===== src/rtl/intc_pkg.sv =====
package intc_pkg;
  localparam int NUM_SRC   = 16;
  localparam int BYTE_W    = 8;
  localparam int NUM_BYTES = NUM_SRC / BYTE_W;
  localparam int VEC_W     = $clog2(NUM_SRC);

  typedef struct packed {
    logic wrPendLo;
    logic wrPendHi;
    logic wrMaskLo;
    logic wrMaskHi;
    logic ackTake;
  } intcStrobe_t;

  typedef enum logic [2:0] {
    RD_NONE,
    RD_PEND_LO,
    RD_PEND_HI,
    RD_MASK_LO,
    RD_MASK_HI
  } rdSel_t;
endpackage


===== src/rtl/intc_ctrl.sv =====
module intc_ctrl
  import intc_pkg::*;
#(
  parameter int               ADDR_W      = 8,
  parameter logic [ADDR_W-1:0] ADDR_MASK_LO = 8'h08,
  parameter logic [ADDR_W-1:0] ADDR_PEND_LO = 8'h09,
  parameter logic [ADDR_W-1:0] ADDR_PEND_HI = 8'h12,
  parameter logic [ADDR_W-1:0] ADDR_MASK_HI = 8'h13
) (
  input  logic              clk,
  input  logic              rstN,
  input  logic [ADDR_W-1:0] regAddr,
  input  logic              regWrEn,
  input  logic              ackIn,
  input  logic              rmwHold,
  input  logic              anyEligible,
  output intcStrobe_t       strobe,
  output rdSel_t            rdSel,
  output logic              reqOut
);
  always_comb begin
    if (regAddr == ADDR_PEND_LO)      rdSel = RD_PEND_LO;
    else if (regAddr == ADDR_PEND_HI) rdSel = RD_PEND_HI;
    else if (regAddr == ADDR_MASK_LO) rdSel = RD_MASK_LO;
    else if (regAddr == ADDR_MASK_HI) rdSel = RD_MASK_HI;
    else                              rdSel = RD_NONE;
  end

  assign reqOut = anyEligible && !rmwHold;

  always_comb begin
    strobe          = '0;
    strobe.wrPendLo = regWrEn && (rdSel == RD_PEND_LO);
    strobe.wrPendHi = regWrEn && (rdSel == RD_PEND_HI);
    strobe.wrMaskLo = regWrEn && (rdSel == RD_MASK_LO);
    strobe.wrMaskHi = regWrEn && (rdSel == RD_MASK_HI);
    strobe.ackTake  = ackIn && reqOut;
  end

  // an acknowledge under hold-off never becomes a clear strobe
  assert_hold_blocks_ack_R10: assert property (@(posedge clk) disable iff (!rstN)
    rmwHold |-> !strobe.ackTake);
endmodule


===== src/rtl/intc_dp.sv =====
module intc_dp
  import intc_pkg::*;
#(
  parameter logic [NUM_SRC-1:0] NMI_SET = 16'h8000
) (
  input  logic               clk,
  input  logic               rstN,
  input  logic [NUM_SRC-1:0] irqIn,
  input  logic               globalEnable,
  input  logic [BYTE_W-1:0]  regWrData,
  input  intcStrobe_t        strobe,
  input  rdSel_t             rdSel,
  output logic [BYTE_W-1:0]  regRdData,
  output logic               anyEligible,
  output logic [VEC_W-1:0]   topIdx
);
  logic [NUM_SRC-1:0]   irqPrev, edgeVec, pendAll, maskAll, nextPend;
  logic [NUM_SRC-1:0]   ackClr, gateVec, eligible;
  logic [NUM_BYTES-1:0] wrPend, wrMask;

  assign wrPend  = {strobe.wrPendHi, strobe.wrPendLo};
  assign wrMask  = {strobe.wrMaskHi, strobe.wrMaskLo};
  assign edgeVec = irqIn & ~irqPrev;

  always_ff @(posedge clk or negedge rstN) begin
    if (!rstN) irqPrev <= '0;
    else       irqPrev <= irqIn;
  end

  always_comb begin
    ackClr = '0;
    if (strobe.ackTake) ackClr[topIdx] = 1'b1;
  end

  for (genvar b = 0; b < NUM_BYTES; b++) begin : g_byte
    // hardware edge is OR-ed last so it wins over any clear
    assign nextPend[b*BYTE_W +: BYTE_W] =
      ((wrPend[b] ? regWrData : pendAll[b*BYTE_W +: BYTE_W])
       & ~ackClr[b*BYTE_W +: BYTE_W]) | edgeVec[b*BYTE_W +: BYTE_W];

    always_ff @(posedge clk or negedge rstN) begin
      if (!rstN) begin
        pendAll[b*BYTE_W +: BYTE_W] <= '0;
        maskAll[b*BYTE_W +: BYTE_W] <= '0;
      end else begin
        pendAll[b*BYTE_W +: BYTE_W] <= nextPend[b*BYTE_W +: BYTE_W];
        if (wrMask[b]) maskAll[b*BYTE_W +: BYTE_W] <= regWrData;
      end
    end
  end

  assign gateVec  = globalEnable ? '1 : NMI_SET;
  assign eligible = pendAll & maskAll & gateVec;

  always_comb begin
    topIdx = '0;
    for (int i = 0; i < NUM_SRC; i++)
      if (eligible[i]) topIdx = VEC_W'(i);
  end
  assign anyEligible = |eligible;

  always_comb begin
    case (rdSel)
      RD_PEND_LO: regRdData = pendAll[0 +: BYTE_W];
      RD_PEND_HI: regRdData = pendAll[BYTE_W +: BYTE_W];
      RD_MASK_LO: regRdData = maskAll[0 +: BYTE_W];
      RD_MASK_HI: regRdData = maskAll[BYTE_W +: BYTE_W];
      default:    regRdData = '0;
    endcase
  end

  // every detected edge is latched regardless of mask or lockout
  assert_edge_latched_R2: assert property (@(posedge clk) disable iff (!rstN)
    (edgeVec != '0) |=> ((pendAll & $past(edgeVec)) == $past(edgeVec)));

  // a taken vector loses its pending bit unless re-raised or rewritten
  assert_ack_clears_R9: assert property (@(posedge clk) disable iff (!rstN)
    (strobe.ackTake && !edgeVec[topIdx] && !wrPend[topIdx[VEC_W-1]])
      |=> !pendAll[$past(topIdx)]);

  // nothing eligible sits above the offered index
  assert_top_priority_R6: assert property (@(posedge clk) disable iff (!rstN)
    anyEligible |-> ((eligible >> topIdx) == 16'd1));

  // enable bits move only on a decoded enable write
  assert_mask_stable_R3: assert property (@(posedge clk) disable iff (!rstN)
    (wrMask == '0) |=> $stable(maskAll));
endmodule


===== src/rtl/irq_prio16.sv =====
module irq_prio16
  import intc_pkg::*;
#(
  parameter int                ADDR_W       = 8,
  parameter logic [ADDR_W-1:0] ADDR_MASK_LO = 8'h08,
  parameter logic [ADDR_W-1:0] ADDR_PEND_LO = 8'h09,
  parameter logic [ADDR_W-1:0] ADDR_PEND_HI = 8'h12,
  parameter logic [ADDR_W-1:0] ADDR_MASK_HI = 8'h13,
  parameter logic [15:0]       NMI_SET      = 16'h8000
) (
  input  logic              clk,
  input  logic              rstN,
  input  logic [15:0]       irqIn,
  input  logic              globalEnable,
  input  logic [ADDR_W-1:0] regAddr,
  input  logic              regWrEn,
  input  logic [7:0]        regWrData,
  output logic [7:0]        regRdData,
  input  logic              ackIn,
  input  logic              rmwHold,
  output logic              reqOut,
  output logic [3:0]        vecOut
);
  intcStrobe_t strobe;
  rdSel_t      rdSel;
  logic        anyEligible;

  intc_ctrl #(
    .ADDR_W(ADDR_W), .ADDR_MASK_LO(ADDR_MASK_LO), .ADDR_PEND_LO(ADDR_PEND_LO),
    .ADDR_PEND_HI(ADDR_PEND_HI), .ADDR_MASK_HI(ADDR_MASK_HI)
  ) ctrl_i (
    .clk(clk), .rstN(rstN), .regAddr(regAddr), .regWrEn(regWrEn),
    .ackIn(ackIn), .rmwHold(rmwHold), .anyEligible(anyEligible),
    .strobe(strobe), .rdSel(rdSel), .reqOut(reqOut)
  );

  intc_dp #(.NMI_SET(NMI_SET)) dp_i (
    .clk(clk), .rstN(rstN), .irqIn(irqIn), .globalEnable(globalEnable),
    .regWrData(regWrData), .strobe(strobe), .rdSel(rdSel),
    .regRdData(regRdData), .anyEligible(anyEligible), .topIdx(vecOut)
  );

  // hold-off suppresses the request at the port
  assert_hold_no_req_R10: assert property (@(posedge clk) disable iff (!rstN)
    rmwHold |-> !reqOut);

  // under lockout only non-maskable sources may raise a request
  assert_lockout_R7: assert property (@(posedge clk) disable iff (!rstN)
    (!globalEnable && vecOut != 4'd15) |-> !reqOut);
endmodule


===== config.mk =====
export PLATFORM = sky130hd
export DESIGN_NAME = irq_prio16
export DESIGN_NICKNAME = d
export VERILOG_FILES = /design/src/rtl/intc_pkg.sv /design/src/rtl/intc_ctrl.sv /design/src/rtl/intc_dp.sv /design/src/rtl/irq_prio16.sv
export SDC_FILE = /design/constraint.sdc
export NUM_CORES = 1
export LEC_CHECK = 0
export ABC_AREA = 0
export BUFFER_PORTS_ARGS = -buffer_cell sky130_fd_sc_hd__buf_4
export CORE_MARGIN = 10
export CORE_UTILIZATION = 40
export DETAILED_ROUTE_END_ITERATION = 12
export SYNTH_ARGS = -nofsm -noshare
export SYNTH_HDL_FRONTEND = slang
export SYNTH_SLANG_ARGS = --single-unit

===== constraint.sdc =====
create_clock -name clk -period 2.85 [get_ports clk]
set_clock_uncertainty 0.2 [all_clocks]
set_input_delay 0.57 -clock clk [delete_from_list [all_inputs] [get_ports clk]]
set_output_delay 0.57 -clock clk [all_outputs]
set_load 0.005 [all_outputs]

==> results.txt <==
----------------------------------------------------
[Outcome]
  Result of the run ... finished clean

[Finish]
  Filler cell count ... 602
  Layout net count ... around 340
  Area added between synthesis and finish ... 22.9%
  Count of non-filler cells in the finished layout ... about 380
  Leading cell types in the layout, fill and taps excluded ... sky130_fd_sc_hd__buf_4 (58), sky130_fd_sc_hd__dfrtp_1 (48), sky130_fd_sc_hd__mux2i_1 (19)
  Layout cell share with drive strength beyond 1 ... 32.6%
  Area taken by multi-input logic gates ... roughly 1300 µm²
  Area of all sequential standard cells ... 1200 µm²
  Most common cell after layout, fill and taps aside ... sky130_fd_sc_hd__buf_4
  Diodes inserted ... 0

[Floorplanning]
  Number of I/O pins ... 51
  Area of the core ... around 6300 µm²
  Die extent in y ... between 100 and 150 µm
  Horiz. Die Dim ... 101 µm
  Effective utilization at floorplan ... about two fifths
  Die Footprint ... a little over 10000 µm²
  Row count ... 29

[Power and ir drop]
  Static leakage ... ~0.0014 µW
  Worst-case vdd ir drop ... 0.228 mV
  Ratio of total power to cell area ... 440 nW/µm²

[Worst setup path]
  Data required time of the critical path ... between 2 and 2.5 ns
  Category of the worst setup path capture point ... output pin
  Worst path slowest cell ... sky130_fd_sc_hd__or4_4
  Sum of buffers and inverters on the critical path ... 2
  Setup slack, reg-to-reg ... between 0.5 and 0.6 ns
  Data arrival at the endpoint of the critical path ... 2.02 ns
  Largest delay share family, worst path ... simple AND/OR/NAND/NOR gates
  Most used cell along the critical path ... sky130_fd_sc_hd__buf_4
  Crit start category ... primary input
  Crit-path max FO ... 9
  Biggest cell delay along the critical path ... around 0.56 ns
  Critical path class ... primary input to output pin
  Critical Path, Cell by Cell ... buf_4 -> or4_4 -> or3_4 -> o21ai_1 -> buf_4

[Global routing]
  Initial antenna violation count ... 0
  Vias in the first global route ... between 2000 and 2500
  Total congestion overflow ... 0
  Global-route wire length before repair ... between 10000 and 15000 µm
  Global-route usage over all layers ... ~14%
  Largest net degree at the start of global routing ... between 40 and 50

[Timing]
  Maximum clock frequency ... 359 MHz
  Number of pins exceeding their max-slew limit in the final report ... 0
  Hold violation total from the final report ... 0
  Final-report setup violation count ... 0
  RSZ-0062 raised after global routing ... false
  Share of the cycle needed by the critical path after routing ... 97.8%
  Time the final worst path needs with I/O delays and setup ... 2.79 ns
  Total negative setup slack ... 0 ns
  Worst slew margin relative to its limit ... between 50% and 60%
  Slew at the pin closest to its max-slew limit ... 0.703 ns

[Synth]
  Yosys cell types ... between 40 and 50
  Dominant register cell in the synthesized netlist ... sky130_fd_sc_hd__dfrtp_1
  Count of warnings emitted by yosys ... 0
  Number of flops mapped to enable cells by yosys ... 0
  Summed instance area of the synthesized netlist ... 2620 µm²
  Average instance area after synthesis ... 11.0 µm²
  Post-Synthesis Cells ... 238
  Sequential fraction of the synthesis area ... a little under half
  Flip-flop and latch count after synthesis ... 48
  Mapped Nets ... roughly 280
  Proportion of synthesized flip-flops having asynchronous set or reset ... between 90% and 100%

[Route]
  DRC violation count after routing ... 0
  Final WL ... 7210 µm
  Post-detailed-route count of antenna-violating nets ... 0
  Number of DRC violations after detailed-routing iteration 0 ... ~130
  Number of iterations in the first detailed-routing pass ... 4
  Via-to-Cell Ratio ... approximately 5.6
  Number of vias after detailed routing ... 2100
  Average wire per cell in the routed design ... just under 20 µm

[Min path]
  Worst hold path class ... primary input to asynchronous set/reset pin

[CTS]
  Total clock sinks ... 48
  Clock buffers created by TritonCTS ... 5
  Clock root buffer ... sky130_fd_sc_hd__clkbuf_8
  Worst-path clk slew ... 0.09 ns
  TritonCTS clock tree ... built
  Clock latency reported for the late side of the worst-skew pair ... 0.30 ns
  Number of hold-repair buffers added at the cts stage ... 0
  Clock buffer depth ... 2
  H-tree depth ... 2

[Job]
  Total of max-cap violations ... 0

[Place]
  Post-detail-place hpwl ... approximately 5600 µm
  Final weighted congestion of routability-driven global placement ... 0.927
  Post-Place Cells ... roughly 370
  Number of I/O port buffers ... 50

----------------------------------------------------
==> timing repair <==
| item | in CTS | in global routing |
|---|---|---|
| buffers inserted | 0 | 0 |
| setup endpoints to repair | 1 | 6 |
| resized for setup | 1 | 7 |
==> state kept, by name (all words and copies together) (netlist names) <==
signal        flops
dp_i.maskAll     16
dp_i.pendAll     16
dp_i.irqPrev     16
==> per-layer routing <==
metal / vias to the layer above / GRT usage [%] / routed length [µm]
li1: 1022 / - / -
met1: 1006 / 20.0 / 3420
met2: 66 / 21.9 / 3230
met3: 6 / 3.70 / 498
met4: 0 / 3.59 / 61
met5: - / 0 / 0
==> logic make-up (layout without fill, tap and decap cells) <==
kind of cell / after synthesis / after routing / synth area share, %
AO/OA/AOI/OAI: 74 / 74 / 19.2
AND/OR/NAND/NOR: 55 / 55 / 12.3
flip-flops: 48 / 48 / 45.9
multiplexers: 44 / 44 / 19.2
buffers and inverters: 17 / 77 / 3.35
==> worst paths after layout <==
path                                       start  cells after the start          endpoint
worst max-delay path                  regAddr[5]                      5      regRdData[7]
worst min-delay path                        rstN                      1   dp_i.maskAll[6]
worst max register to register   dp_i.pendAll[8]                      6   dp_i.pendAll[7]
worst min register to register  dp_i.irqPrev[14]                      1  dp_i.pendAll[14]
max in group asynchronous                   rstN                      1   dp_i.maskAll[3]
min in group clk                        irqIn[7]                      1   dp_i.irqPrev[7]
==> Yosys cell counts (3+ instances only) <==
cell	number	area share, %
sky130_fd_sc_hd__a22o_1	6	2.0
sky130_fd_sc_hd__nand4_1	3	0.72
sky130_fd_sc_hd__mux2_2	17	7.3
sky130_fd_sc_hd__nor2_1	3	0.43
sky130_fd_sc_hd__a22oi_1	11	3.2
sky130_fd_sc_hd__buf_6	3	1.3
sky130_fd_sc_hd__nor4_1	5	1.2
sky130_fd_sc_hd__inv_1	10	1.4
sky130_fd_sc_hd__dfrtp_1	48	46
sky130_fd_sc_hd__mux2i_1	19	7.3
sky130_fd_sc_hd__o21ai_0	21	4.0
sky130_fd_sc_hd__nand2_1	17	2.4
sky130_fd_sc_hd__nor2b_1	9	2.2
sky130_fd_sc_hd__and2_1	4	0.96
sky130_fd_sc_hd__o41ai_1	3	1.0
sky130_fd_sc_hd__a2bb2oi_1	3	1.0
sky130_fd_sc_hd__nand3b_1	3	0.86
sky130_fd_sc_hd__a21oi_1	11	2.1
sky130_fd_sc_hd__o22ai_1	5	1.2
sky130_fd_sc_hd__mux2_4	8	4.6
==> where the power goes <==
group	switching, µW	internal (µW)
sequential	21.8	707
combinational	136	128
clock	224	198
total	382	1030
==> final cells by class <==
type | count | area share, %
clock buffer | 8 | 2.80
inverter | 10 | 1.17
multi-input combinational | 173 | 41.5
sequential | 48 | 37.4
tap | 77 | 3.00
timing repair buffer | 59 | 14.2
==> metrics by stage <==
step | hold WS, ns | utilization [%] | area [µm²] | power, µW | setup WS [ns]
CTS | 0.108 | 50.6 | 3210 | 1430 | 0.00629
finish | 0.0684 | 50.6 | 3210 | 1410 | 0.0629
global placement | 0.206 | 49.2 | 3120 | 1000 | 0.0143
global route | 0.117 | 50.6 | 3210 | 1490 | 0.00681
detailed placement | 0.210 | 49.2 | 3120 | 1010 | -0.00333
floorplan | 0.0744 | - | 2620 | 867 | 0.0229
No activity file was read; power rests on OpenSTA's default activity.
